<file path="config.mk">
export PLATFORM = sky130hd
export DESIGN_NAME = spim_top
export DESIGN_NICKNAME = d
export VERILOG_FILES = /design/src/rtl/spim_pkg.sv /design/src/rtl/spim_fifo.sv /design/src/rtl/spim_engine.sv /design/src/rtl/spim_ctrl.sv /design/src/rtl/spim_top.sv
export SDC_FILE = /design/constraint.sdc
export NUM_CORES = 1
export LEC_CHECK = 0
export ABC_AREA = 1
export CORE_UTILIZATION = 40
export DETAILED_ROUTE_END_ITERATION = 6
export HOLD_SLACK_MARGIN = 0.05
export PLACE_DENSITY = 0.57
export RECOVER_POWER = 50
export SLEW_MARGIN = 20
export SYNTH_ARGS = -nofsm -noshare
export SYNTH_HDL_FRONTEND = slang
export SYNTH_SLANG_ARGS = --single-unit
</file>
<file path="constraint.sdc">
create_clock -name clk -period 8.5 [get_ports clk]
set_clock_uncertainty 0.15 [all_clocks]
set_input_delay 1.7 -clock clk [delete_from_list [all_inputs] [get_ports clk]]
set_output_delay 1.7 -clock clk [all_outputs]
set_load 0.05 [all_outputs]
</file>
<file path="src/rtl/spim_pkg.sv">
package spim_pkg;
  localparam int NUM_CS = 3;
  localparam int BYTE_W = 8;

  typedef struct packed {
    logic              run;
    logic              load;
    logic              cpol;
    logic              cpha;
    logic [BYTE_W-1:0] txByte;
  } engCmd_t;
endpackage

</file>
<file path="src/rtl/spim_fifo.sv">
module spim_fifo #(
  parameter int WIDTH = 8,
  parameter int DEPTH = 16,
  localparam int CNT_W = $clog2(DEPTH + 1),
  localparam int PTR_W = $clog2(DEPTH)
) (
  input  logic             clk,
  input  logic             rstN,
  input  logic             clear,
  input  logic             push,
  input  logic             pop,
  input  logic [WIDTH-1:0] din,
  output logic [WIDTH-1:0] dout,
  output logic [CNT_W-1:0] count,
  output logic             empty,
  output logic             full
);
  logic [WIDTH-1:0] mem [DEPTH];
  logic [PTR_W-1:0] wrPtr, rdPtr;
  logic doPush, doPop;

  assign empty  = (count == '0);
  assign full   = (count == CNT_W'(DEPTH));
  assign doPush = push && !full;
  assign doPop  = pop && !empty;
  assign dout   = mem[rdPtr];

  always_ff @(posedge clk) begin
    if (doPush && !clear) mem[wrPtr] <= din;
  end

  always_ff @(posedge clk or negedge rstN) begin
    if (!rstN) begin
      wrPtr <= '0;
      rdPtr <= '0;
      count <= '0;
    end else if (clear) begin
      wrPtr <= '0;
      rdPtr <= '0;
      count <= '0;
    end else begin
      if (doPush) wrPtr <= (wrPtr == PTR_W'(DEPTH - 1)) ? '0 : wrPtr + 1'b1;
      if (doPop)  rdPtr <= (rdPtr == PTR_W'(DEPTH - 1)) ? '0 : rdPtr + 1'b1;
      count <= count + CNT_W'(doPush) - CNT_W'(doPop);
    end
  end
endmodule

</file>
<file path="src/rtl/spim_engine.sv">
module spim_engine
  import spim_pkg::*;
#(
  parameter int HALF_W = 15
) (
  input  logic              clk,
  input  logic              rstN,
  input  engCmd_t           cmd,
  input  logic [HALF_W-1:0] halfPer,
  input  logic              miso,
  output logic              sclk,
  output logic              mosi,
  output logic              busy,
  output logic              rxValid,
  output logic [BYTE_W-1:0] rxByte
);
  logic [HALF_W-1:0] halfCnt;
  logic [3:0]        edgeCnt;
  logic              lvl;
  logic [BYTE_W-1:0] txSh, rxSh;
  logic              sampleNow, lastEdge, edgeNow;

  assign sclk      = cmd.cpol ^ lvl;
  assign mosi      = txSh[BYTE_W-1];
  assign edgeNow   = busy && (halfCnt == HALF_W'(1));
  assign sampleNow = (edgeCnt[0] == cmd.cpha);
  assign lastEdge  = (edgeCnt == 4'd15);

  always_ff @(posedge clk or negedge rstN) begin
    if (!rstN) begin
      busy    <= 1'b0;
      lvl     <= 1'b0;
      edgeCnt <= '0;
      halfCnt <= '0;
      txSh    <= '0;
      rxSh    <= '0;
      rxValid <= 1'b0;
      rxByte  <= '0;
    end else begin
      rxValid <= 1'b0;
      if (!cmd.run) begin
        busy <= 1'b0;
        lvl  <= 1'b0;
      end else if (cmd.load) begin
        busy    <= 1'b1;
        lvl     <= 1'b0;
        edgeCnt <= '0;
        halfCnt <= halfPer;
        txSh    <= cmd.txByte;
      end else if (edgeNow) begin
        halfCnt <= halfPer;
        lvl     <= ~lvl;
        edgeCnt <= edgeCnt + 4'd1;
        if (sampleNow) rxSh <= {rxSh[BYTE_W-2:0], miso};
        else if (edgeCnt != 4'd0 && !lastEdge) txSh <= {txSh[BYTE_W-2:0], 1'b0};
        if (lastEdge) begin
          busy    <= 1'b0;
          rxValid <= 1'b1;
          rxByte  <= sampleNow ? {rxSh[BYTE_W-2:0], miso} : rxSh;
        end
      end else if (busy) begin
        halfCnt <= halfCnt - HALF_W'(1);
      end
    end
  end
endmodule

</file>
<file path="src/rtl/spim_ctrl.sv">
module spim_ctrl
  import spim_pkg::*;
#(
  parameter int DEPTH = 16,
  parameter int DIV_W = 16,
  localparam int HALF_W = DIV_W - 1,
  localparam int RXR_LVL = (DEPTH * 3) / 4,
  localparam int CNT_W = $clog2(DEPTH + 1)
) (
  input  logic              clk,
  input  logic              rstN,
  input  logic              wrEn,
  input  logic              rdEn,
  input  logic [3:0]        addr,
  input  logic [31:0]       wrData,
  output logic [31:0]       rdData,
  input  logic              engBusy,
  input  logic              rxValid,
  input  logic [BYTE_W-1:0] rxByte,
  output engCmd_t           cmd,
  output logic [HALF_W-1:0] halfPer,
  output logic [NUM_CS-1:0] linePol,
  output logic [NUM_CS-1:0] csOut,
  output logic              irq
);
  logic [1:0]       csSel;
  logic             cpha, cpol, ta, intDone, intFill;
  logic [DIV_W-1:0] divReg;
  logic isCtrl, isData, isDiv;
  logic clrTx, clrRx;
  logic [BYTE_W-1:0] txHead, rxHead;
  logic [CNT_W-1:0]  txCnt, rxCnt;
  logic txEmpty, txFull, rxEmpty, rxFull;
  logic done, rxr;
  logic [31:0] ctrlWord;

  assign isCtrl = (addr[3:2] == 2'd0);
  assign isData = (addr[3:2] == 2'd1);
  assign isDiv  = (addr[3:2] == 2'd2);
  assign clrTx  = wrEn && isCtrl && wrData[4];
  assign clrRx  = wrEn && isCtrl && wrData[5];

  always_ff @(posedge clk or negedge rstN) begin
    if (!rstN) begin
      csSel <= '0; cpha <= 1'b0; cpol <= 1'b0; ta <= 1'b0;
      intDone <= 1'b0; intFill <= 1'b0; linePol <= '0; divReg <= '0;
    end else if (wrEn) begin
      if (isCtrl) begin
        csSel   <= wrData[1:0];
        cpha    <= wrData[2];
        cpol    <= wrData[3];
        ta      <= wrData[7];
        intDone <= wrData[9];
        intFill <= wrData[10];
        linePol <= wrData[23:21];
      end
      if (isDiv) divReg <= wrData[DIV_W-1:0];
    end
  end

  spim_fifo #(.WIDTH(BYTE_W), .DEPTH(DEPTH)) uTxFifo (
    .clk(clk), .rstN(rstN), .clear(clrTx), .push(wrEn && isData),
    .pop(cmd.load), .din(wrData[BYTE_W-1:0]), .dout(txHead),
    .count(txCnt), .empty(txEmpty), .full(txFull));

  spim_fifo #(.WIDTH(BYTE_W), .DEPTH(DEPTH)) uRxFifo (
    .clk(clk), .rstN(rstN), .clear(clrRx), .push(rxValid),
    .pop(rdEn && isData), .din(rxByte), .dout(rxHead),
    .count(rxCnt), .empty(rxEmpty), .full(rxFull));

  assign cmd.run    = ta;
  assign cmd.load   = ta && !txEmpty && !engBusy;
  assign cmd.cpol   = cpol;
  assign cmd.cpha   = cpha;
  assign cmd.txByte = txHead;
  assign halfPer    = divReg[DIV_W-1:1];

  assign done = ta && txEmpty && !engBusy;
  assign rxr  = (rxCnt >= CNT_W'(RXR_LVL));
  assign irq  = (done && intDone) || (rxr && intFill);

  genvar i;
  generate
    for (i = 0; i < NUM_CS; i++) begin : gCs
      assign csOut[i] = (ta && csSel == 2'(i)) ? linePol[i] : ~linePol[i];
    end
  endgenerate

  assign ctrlWord = {8'd0, linePol, rxFull, rxr, !txFull, !rxEmpty, done,
                     5'd0, intFill, intDone, 1'b0, ta, 3'd0, cpol, cpha, csSel};

  always_comb begin
    case (addr[3:2])
      2'd0:    rdData = ctrlWord;
      2'd1:    rdData = rxEmpty ? 32'd0 : {{(32-BYTE_W){1'b0}}, rxHead};
      2'd2:    rdData = {{(32-DIV_W){1'b0}}, divReg};
      default: rdData = 32'd0;
    endcase
  end
endmodule

</file>
<file path="src/rtl/spim_top.sv">
module spim_top
  import spim_pkg::*;
#(
  parameter int DEPTH = 16,
  parameter int DIV_W = 16
) (
  input  logic        clk,
  input  logic        rstN,
  input  logic        wrEn,
  input  logic        rdEn,
  input  logic [3:0]  addr,
  input  logic [31:0] wrData,
  output logic [31:0] rdData,
  output logic        sclk,
  output logic        mosi,
  input  logic        miso,
  output logic [2:0]  csOut,
  output logic        irq
);
  localparam int HALF_W = DIV_W - 1;

  engCmd_t           cmd;
  logic [HALF_W-1:0] halfPer;
  logic              engBusy, rxValid;
  logic [BYTE_W-1:0] rxByte;
  logic [NUM_CS-1:0] linePol;

  spim_ctrl #(.DEPTH(DEPTH), .DIV_W(DIV_W)) uCtrl (
    .clk(clk), .rstN(rstN), .wrEn(wrEn), .rdEn(rdEn), .addr(addr),
    .wrData(wrData), .rdData(rdData), .engBusy(engBusy), .rxValid(rxValid),
    .rxByte(rxByte), .cmd(cmd), .halfPer(halfPer), .linePol(linePol),
    .csOut(csOut), .irq(irq));

  spim_engine #(.HALF_W(HALF_W)) uEngine (
    .clk(clk), .rstN(rstN), .cmd(cmd), .halfPer(halfPer), .miso(miso),
    .sclk(sclk), .mosi(mosi), .busy(engBusy), .rxValid(rxValid),
    .rxByte(rxByte));
endmodule

</file>
==> flow_metrics.env, run 1 <==
export IMPL_status="complete, but fails checks"
export IMPL_violations="max-capacitance violations, max-slew violations"
export IMPL_worstPathRequired_ns=6.65
export IMPL_avgSynthCellArea_um2=9.693
export IMPL_area_delta_synth_final_pct=12.85
export IMPL_peakVddDrop_mv=0.1785
export IMPL_cts_sinks=354
export IMPL_wl_per_cell_um=16.96
export IMPL_ant_nets=0
export IMPL_clock_latency_ns=0.53
export IMPL_dp_hpwl_um=23650
export IMPL_vias=11227
export IMPL_die_x_um=202.2
export IMPL_grt_max_degree=67
export IMPL_antenna_cells=0
export IMPL_gr_usage_all_layers_pct=18.98
export IMPL_min_period_ns=6.115
export IMPL_critPathCaptureType="output port"
export IMPL_syn_inst=1654
export IMPL_ys_types=39
export IMPL_cap_violations=1
export IMPL_route_detailed_drc=0
export IMPL_overflow=0
export IMPL_drtIter0Drc=898
export IMPL_synth_compound_area_share_pct=5.338
export IMPL_dpl_cell_count=2176
export IMPL_synth_edff_count=256
export IMPL_boundaryPins=79
export IMPL_final_period_utilization_pct=71.94
export IMPL_drt_total_wl_um=38080
export IMPL_async_reset_ff_share_pct=27.68
export IMPL_hold_viol=0
export IMPL_stdcell_count=2245
export IMPL_setup_viol=0
export IMPL_final_common_cell="nand2_1"
export IMPL_worstMarginPinSlew_ns=2.423
export IMPL_drt_pre_antenna_iters=5
export IMPL_final_nets=1769
export IMPL_fill_cells=3714
export IMPL_dieArea_um2=40890
export IMPL_powerDensity_nw_per_um2=286.8
export IMPL_rsz0062_at_grt="false"
export IMPL_drv_slew=43
export IMPL_fp_row_count=72
export IMPL_htree_num_levels=2
export IMPL_multi_input_area_um2=5040
export IMPL_dpl_instance_area_um2=17000
export IMPL_synth_mux_area_fraction_pct=0.5307
export IMPL_clk_pin_slew_ns=0.06
export IMPL_synthAdderAreaFrac_pct=2.435
export IMPL_synth_area_um2=16030
export IMPL_cts_max_path_buffers=3
export IMPL_synth_seq_cells=354
export IMPL_postCtsSetupBuffers=0
export IMPL_maxSlewHeadroom_pct=-61.53
export IMPL_crit_path_max_fanout=10
export IMPL_synth_ff_type="edfxtp_1"
export IMPL_ctsHoldBuffers=0
export IMPL_synth_xor_area_share_pct=0.7648
export IMPL_cp_start_kind="input port"
export IMPL_yosysSeqAreaShare_pct=63.24
export IMPL_ys_top_cells_by_area="edfxtp_1, dfrtp_1, nand2_1"
export IMPL_final_area_um2=18090
export IMPL_antenna_found_initial=0
export IMPL_drive_gt1_share_pct=4.980
export IMPL_cts_resized=0
export IMPL_start_util_pct=41.01
export IMPL_cts_tree="yes"
export IMPL_seq_area_um2=10140
export IMPL_min_path_type="reg2reg"
export IMPL_layout_common_cells="nand2_1, edfxtp_1, nor2_1, nand3_1, inv_1"
export IMPL_yosysWarningCount=0
export IMPL_arrival_ns=4.27
export IMPL_synth_simple_area_share_pct=22.50
export IMPL_synth_top_area_share_pct=47.95
export IMPL_die_h_um=202.2
export IMPL_grt_pass1_wl_um=60630
export IMPL_tns_ns=0
export IMPL_root_buffer="clkbuf_16"
export IMPL_gp_congestion=0.7994
export IMPL_grt_pass1_vias=10665
export IMPL_fmax_mhz=163.5
export IMPL_port_buffers=55
export IMPL_cts_made_buffers=38
export IMPL_synth_top_family_by_area="simple AND/OR/NAND/NOR gates"
export IMPL_core_area_um2=39100
export IMPL_yosysTopAreaCell="edfxtp_1"
export IMPL_viasPerCell=5.001
export IMPL_path_class="in2out"
export IMPL_p_leak_nw=7.665
==> critical path: stages <==
cell and delay [ns]:
clkdlybuf4s50_1 0.48, inv_1 0.06, nor2_2 0.30, clkinv_1 0.45
o21ai_0 0.31, inv_1 0.07, nand2_1 0.07, clkdlybuf4s50_1 0.81
==> cell families after synthesis <==
kind of cell,Yosys count
AO/OA/AOI/OAI,166
XOR/XNOR,14
adder cells (fa/ha/maj),30
buffers and inverters,196
flip-flops,354
multiplexers,8
other,1
AND/OR/NAND/NOR,885
==> synth_stat cells (2+ instances only) <==
cell type	count
nor2_4	4
nand3_1	119
xnor2_1	5
o21ai_0	96
inv_1	112
edfxtp_1	256
a21oi_1	37
mux2_2	4
nor2_2	5
nand2_1	546
fa_1	2
clkinv_1	7
inv_2	6
o211ai_1	2
mux2i_1	4
a31oi_1	2
buf_4	15
nor2_1	184
dfrtp_1	98
or2_2	4
nor3_1	8
o22ai_1	5
nand4_1	8
buf_1	2
clkbuf_1	30
nand2_4	3
o31ai_1	2
o21ai_1	20
ha_1	28
buf_2	23
xor2_1	9
==> metal layers <==
metal | vias up | routed length [um] | global-route usage [%]
met2 | 311 | 17440 | 29.68
met3 | 51 | 2054 | 2.838
met5 | - | 0 | 0
li1 | 5518 | - | -
met4 | 0 | 818 | 5.424
met1 | 5347 | 17770 | 27.44
==> final timing paths <==
| kind | start | to | slack (ns) | depth (start not counted) |
|---|---|---|---|---|
| worst min register to register | uEngine.txSh[1]$_DFFE_PN0P_ | uEngine.txSh[1]$_DFFE_PN0P_ | 0.33 | 2 |
| worst min-delay path | uEngine.txSh[1]$_DFFE_PN0P_ | uEngine.txSh[1]$_DFFE_PN0P_ | 0.33 | 2 |
| worst max-delay path | addr[3] | rdData[3] | 2.38 | 8 |
| worst max register to register | uCtrl.uTxFifo.count[3]$_DFF_PN0_ | uCtrl.uTxFifo.count[4]$_DFF_PN0_ | 4.81 | 16 |
| max in group asynchronous | rstN | uCtrl.uRxFifo.rdPtr[0]$_DFFE_PN0P_ | 4.59 | 2 |
| min in group asynchronous | rstN | uCtrl.divReg[11]$_DFFE_PN0P_ | 1.76 | 1 |
==> per-stage QoR <==
stage	utilization [%]	setup WS [ns]	total power, mW	hold WS (ns)
6_report	46.28	2.385	5.189	0.3330
4_1_cts	46.44	2.359	5.253	0.3331
5_1_grt	46.28	2.221	5.517	0.3527
3_5_place_dp	43.47	2.369	3.678	0.3164
2_1_floorplan	-	3.481	3.249	0.2919
3_3_place_gp	43.47	2.385	3.647	0.3138
==> final cells by class <==
| class | instances | share of cell area (%) |
|---|---|---|
| sequential | 354 | 56.05 |
| timing repair buffer | 68 | 3.506 |
| multi-input combinational | 1111 | 27.85 |
| tap | 518 | 3.582 |
| clock buffer | 51 | 5.753 |
| inverter | 125 | 2.593 |
| clock inverter | 18 | 0.6569 |
==> flip-flops by register name (all words and copies together), names as in the netlist, 2 cells and up <==
register and cells:
uCtrl.csSel 2, uCtrl.divReg 16, uCtrl.linePol 3, uCtrl.uRxFifo.count 5, uCtrl.uRxFifo.mem 128, uCtrl.uRxFifo.rdPtr 4, uCtrl.uRxFifo.wrPtr 4, uCtrl.uTxFifo.count 5
uCtrl.uTxFifo.mem 128, uCtrl.uTxFifo.rdPtr 4, uCtrl.uTxFifo.wrPtr 4, uEngine.edgeCnt 4, uEngine.halfCnt 15, uEngine.rxByte 8, uEngine.rxSh 8, uEngine.txSh 8
==> report_power, final <==
group          internal (mW)  switching [mW]  leakage (nW)  total [mW]
Sequential              1.99           0.125          3.76        2.11
Combinational          0.464            1.05          3.34        1.51
Clock                  0.893           0.672         0.565        1.56
Total                   3.34            1.85          7.67        5.19
No activity file was read; power rests on OpenSTA's default activity.
==> inputs of run 2 (changes only) <==
--- a/config.mk
+++ b/config.mk
@@ -9,7 +9,7 @@
 export CORE_UTILIZATION = 40
 export DETAILED_ROUTE_END_ITERATION = 6
 export HOLD_SLACK_MARGIN = 0.05
-export PLACE_DENSITY = 0.57
+export PLACE_DENSITY = 0.59
 export RECOVER_POWER = 50
 export SLEW_MARGIN = 20
 export SYNTH_ARGS = -nofsm -noshare
==> constraint.sdc (replaced) <==
create_clock -name clk -period 5.4 [get_ports clk]
set_clock_uncertainty 0.15 [all_clocks]
set_input_delay 1.08 -clock clk [delete_from_list [all_inputs] [get_ports clk]]
set_output_delay 1.08 -clock clk [all_outputs]
set_load 0.05 [all_outputs]
==> flow_metrics.env, run 2 (synthesis gave the netlist of run 1 again) <==
export IMPL_final_nets=1769
export IMPL_critPathCaptureType="output port"
export IMPL_route_detailed_drc=0
export IMPL_drv_slew=54
export IMPL_arrival_ns=3.55
export IMPL_wl_per_cell_um=16.66
export IMPL_drive_gt1_share_pct=5.214
export IMPL_overflow=0
export IMPL_boundaryPins=79
export IMPL_area_delta_synth_final_pct=13.24
export IMPL_gr_usage_all_layers_pct=18.70
export IMPL_cp_start_kind="flop"
export IMPL_cts_max_path_buffers=3
export IMPL_cts_made_buffers=37
export IMPL_fmax_mhz=209.2
export IMPL_worstMarginPinSlew_ns=3.005
export IMPL_crit_path_max_fanout=66
export IMPL_r2r_setup_slack_ns=2.09
export IMPL_root_buffer="clkbuf_16"
export IMPL_cap_violations=1
export IMPL_fill_cells=3676
export IMPL_cell_internal_pwr_mw=5.346
export IMPL_cts_tree="yes"
export IMPL_start_util_pct=41.01
export IMPL_maxSlewHeadroom_pct=-100.3
export IMPL_tns_ns=0
export IMPL_port_buffers=55
export IMPL_top_regs="uCtrl.uRxFifo.mem (128), uCtrl.uTxFifo.mem (128), uCtrl.divReg (16)"
export IMPL_grt_max_degree=67
export IMPL_p_seq_share_pct=40.9
export IMPL_layout_common_cells="nand2_1, edfxtp_1, nor2_1, nand3_1, inv_1"
export IMPL_htree_num_levels=2
export IMPL_powerDensity_nw_per_um2=452.0
export IMPL_min_period_ns=4.779
export IMPL_grt_pass1_wl_um=59950
export IMPL_p_leak_nw=7.693
export IMPL_combPwrFrac_pct=28.5
export IMPL_final_common_cell="nand2_1"
export IMPL_fp_row_count=72
export IMPL_drtIter0Drc=811
export IMPL_clock_latency_ns=0.52
export IMPL_antenna_found_initial=0
export IMPL_die_x_um=202.2
export IMPL_status="complete, but fails checks"
export IMPL_final_period_utilization_pct=88.51
export IMPL_hold_viol=0
export IMPL_cts_sinks=354
export IMPL_ff2ff_path_depth=16
export IMPL_vias=11103
export IMPL_gp_congestion=0.8332
export IMPL_min_from="uEngine.txSh[4]$_DFFE_PN0P_"
export IMPL_ctsHoldBuffers=0
export IMPL_dp_hpwl_um=23910
export IMPL_reg2reg_from="uCtrl.uTxFifo.count[2]$_DFF_PN0_"
export IMPL_final_area_um2=18160
export IMPL_path_class="reg2out"
export IMPL_peakVddDrop_mv=0.2988
export IMPL_p_sw_mw=2.860
export IMPL_die_h_um=202.2
export IMPL_hold_end="uEngine.txSh[4]$_DFFE_PN0P_"
export IMPL_drt_total_wl_um=37400
export IMPL_pwr_share_clk_pct=30.6
export IMPL_postCtsSetupBuffers=0
export IMPL_violations="max-capacitance violations, max-slew violations"
export IMPL_ant_nets=0
export IMPL_dieArea_um2=40890
export IMPL_antenna_cells=0
export IMPL_cts_resized=0
export IMPL_worstPathRequired_ns=4.17
export IMPL_dpl_instance_area_um2=17000
export IMPL_drt_pre_antenna_iters=5
export IMPL_whs_path_depth=2
export IMPL_min_path_type="reg2reg"
export IMPL_grt_pass1_vias=10791
export IMPL_setup_viol=0
export IMPL_viasPerCell=4.948
export IMPL_core_area_um2=39100
export IMPL_swShare_pct=34.85
export IMPL_clk_pin_slew_ns=0.06
export IMPL_rsz0062_at_grt="false"
export IMPL_timing_rr_end="uCtrl.uTxFifo.count[4]$_DFF_PN0_"
==> run 2: worst max-delay path, stage by stage, from the launching register on <==
cell and delay, ns:
dfrtp_2 0.63, inv_1 0.12, buf_4 0.56, nand2_1 0.10, nand2_1 0.09, nand2_1 0.05, o21ai_1 0.14, nand2_1 0.08
nand2_1 0.07, inv_1 0.06, nand2_1 0.11, nand2_1 0.06, nand2_1 0.10, clkdlybuf4s50_1 0.81
==> run 2: power groups by stage <==
| stage | sequential, mW | combinational [mW] | clock (mW) |
|---|---|---|---|
| floorplan | 3.32 | 1.80 | 0 |
| global placement | 3.40 | 2.33 | 0 |
| detailed placement | 3.41 | 2.37 | 0 |
| CTS | 3.36 | 2.38 | 2.56 |
| global route | 3.39 | 2.68 | 2.66 |
| finish | 3.36 | 2.34 | 2.51 |
==> run 2: final cells by class <==
type                    count  area, um2  area share (%)
well taps                 518      648.1           3.570
multi-input cells        1111       5061           27.88
repair buffers             69      639.4           3.521
clock buffers              49       1032           5.685
inverters                 125      469.2           2.584
flip-flops and latches    354      10140           55.86
clock inverters            18      163.9          0.9028
==> run 2: through the flow <==
stage | hold WS (ns) | setup slack (ns) | total power [mW] | util (%) | std cells
6_report | 0.3349 | 0.6206 | 8.206 | 46.44 | 2244
5_1_grt | 0.3550 | 0.3487 | 8.735 | 46.44 | 2244
4_1_cts | 0.3337 | 0.5860 | 8.298 | 46.55 | 2244
3_5_place_dp | 0.3161 | 0.6770 | 5.777 | 43.49 | 2177
3_3_place_gp | 0.3072 | 0.6466 | 5.733 | 43.49 | 2177
2_1_floorplan | 0.2919 | 1.621 | 5.115 | - | 1661
==> run 2: how the worst max path moves through the flow <==
stage,startpoint,endpoint,cells after the start
finish,uCtrl.uRxFifo.rdPtr[0]$_DFFE_PN0P_,rdData[5],13
CTS,uCtrl.uRxFifo.rdPtr[0]$_DFFE_PN0P_,rdData[5],13
detailed placement,addr[3],rdData[3],9
global placement,addr[3],rdData[3],9
floorplan,addr[3],rdData[10],4
global route,rstN,uCtrl.uRxFifo.rdPtr[0]$_DFFE_PN0P_,2
==> run 2: layer usage <==
| layer | track usage, % | share of wire (%) | wire length (um) | vias up |
|---|---|---|---|---|
| li1 | - | - | - | 5520 |
| met1 | 26.74 | 47 | 17540 | 5281 |
| met2 | 29.71 | 46 | 17390 | 253 |
| met4 | 5.102 | 1.9 | 716 | 0 |
| met5 | 0 | 0 | 0 | - |
| met3 | 2.725 | 4.7 | 1754 | 49 |
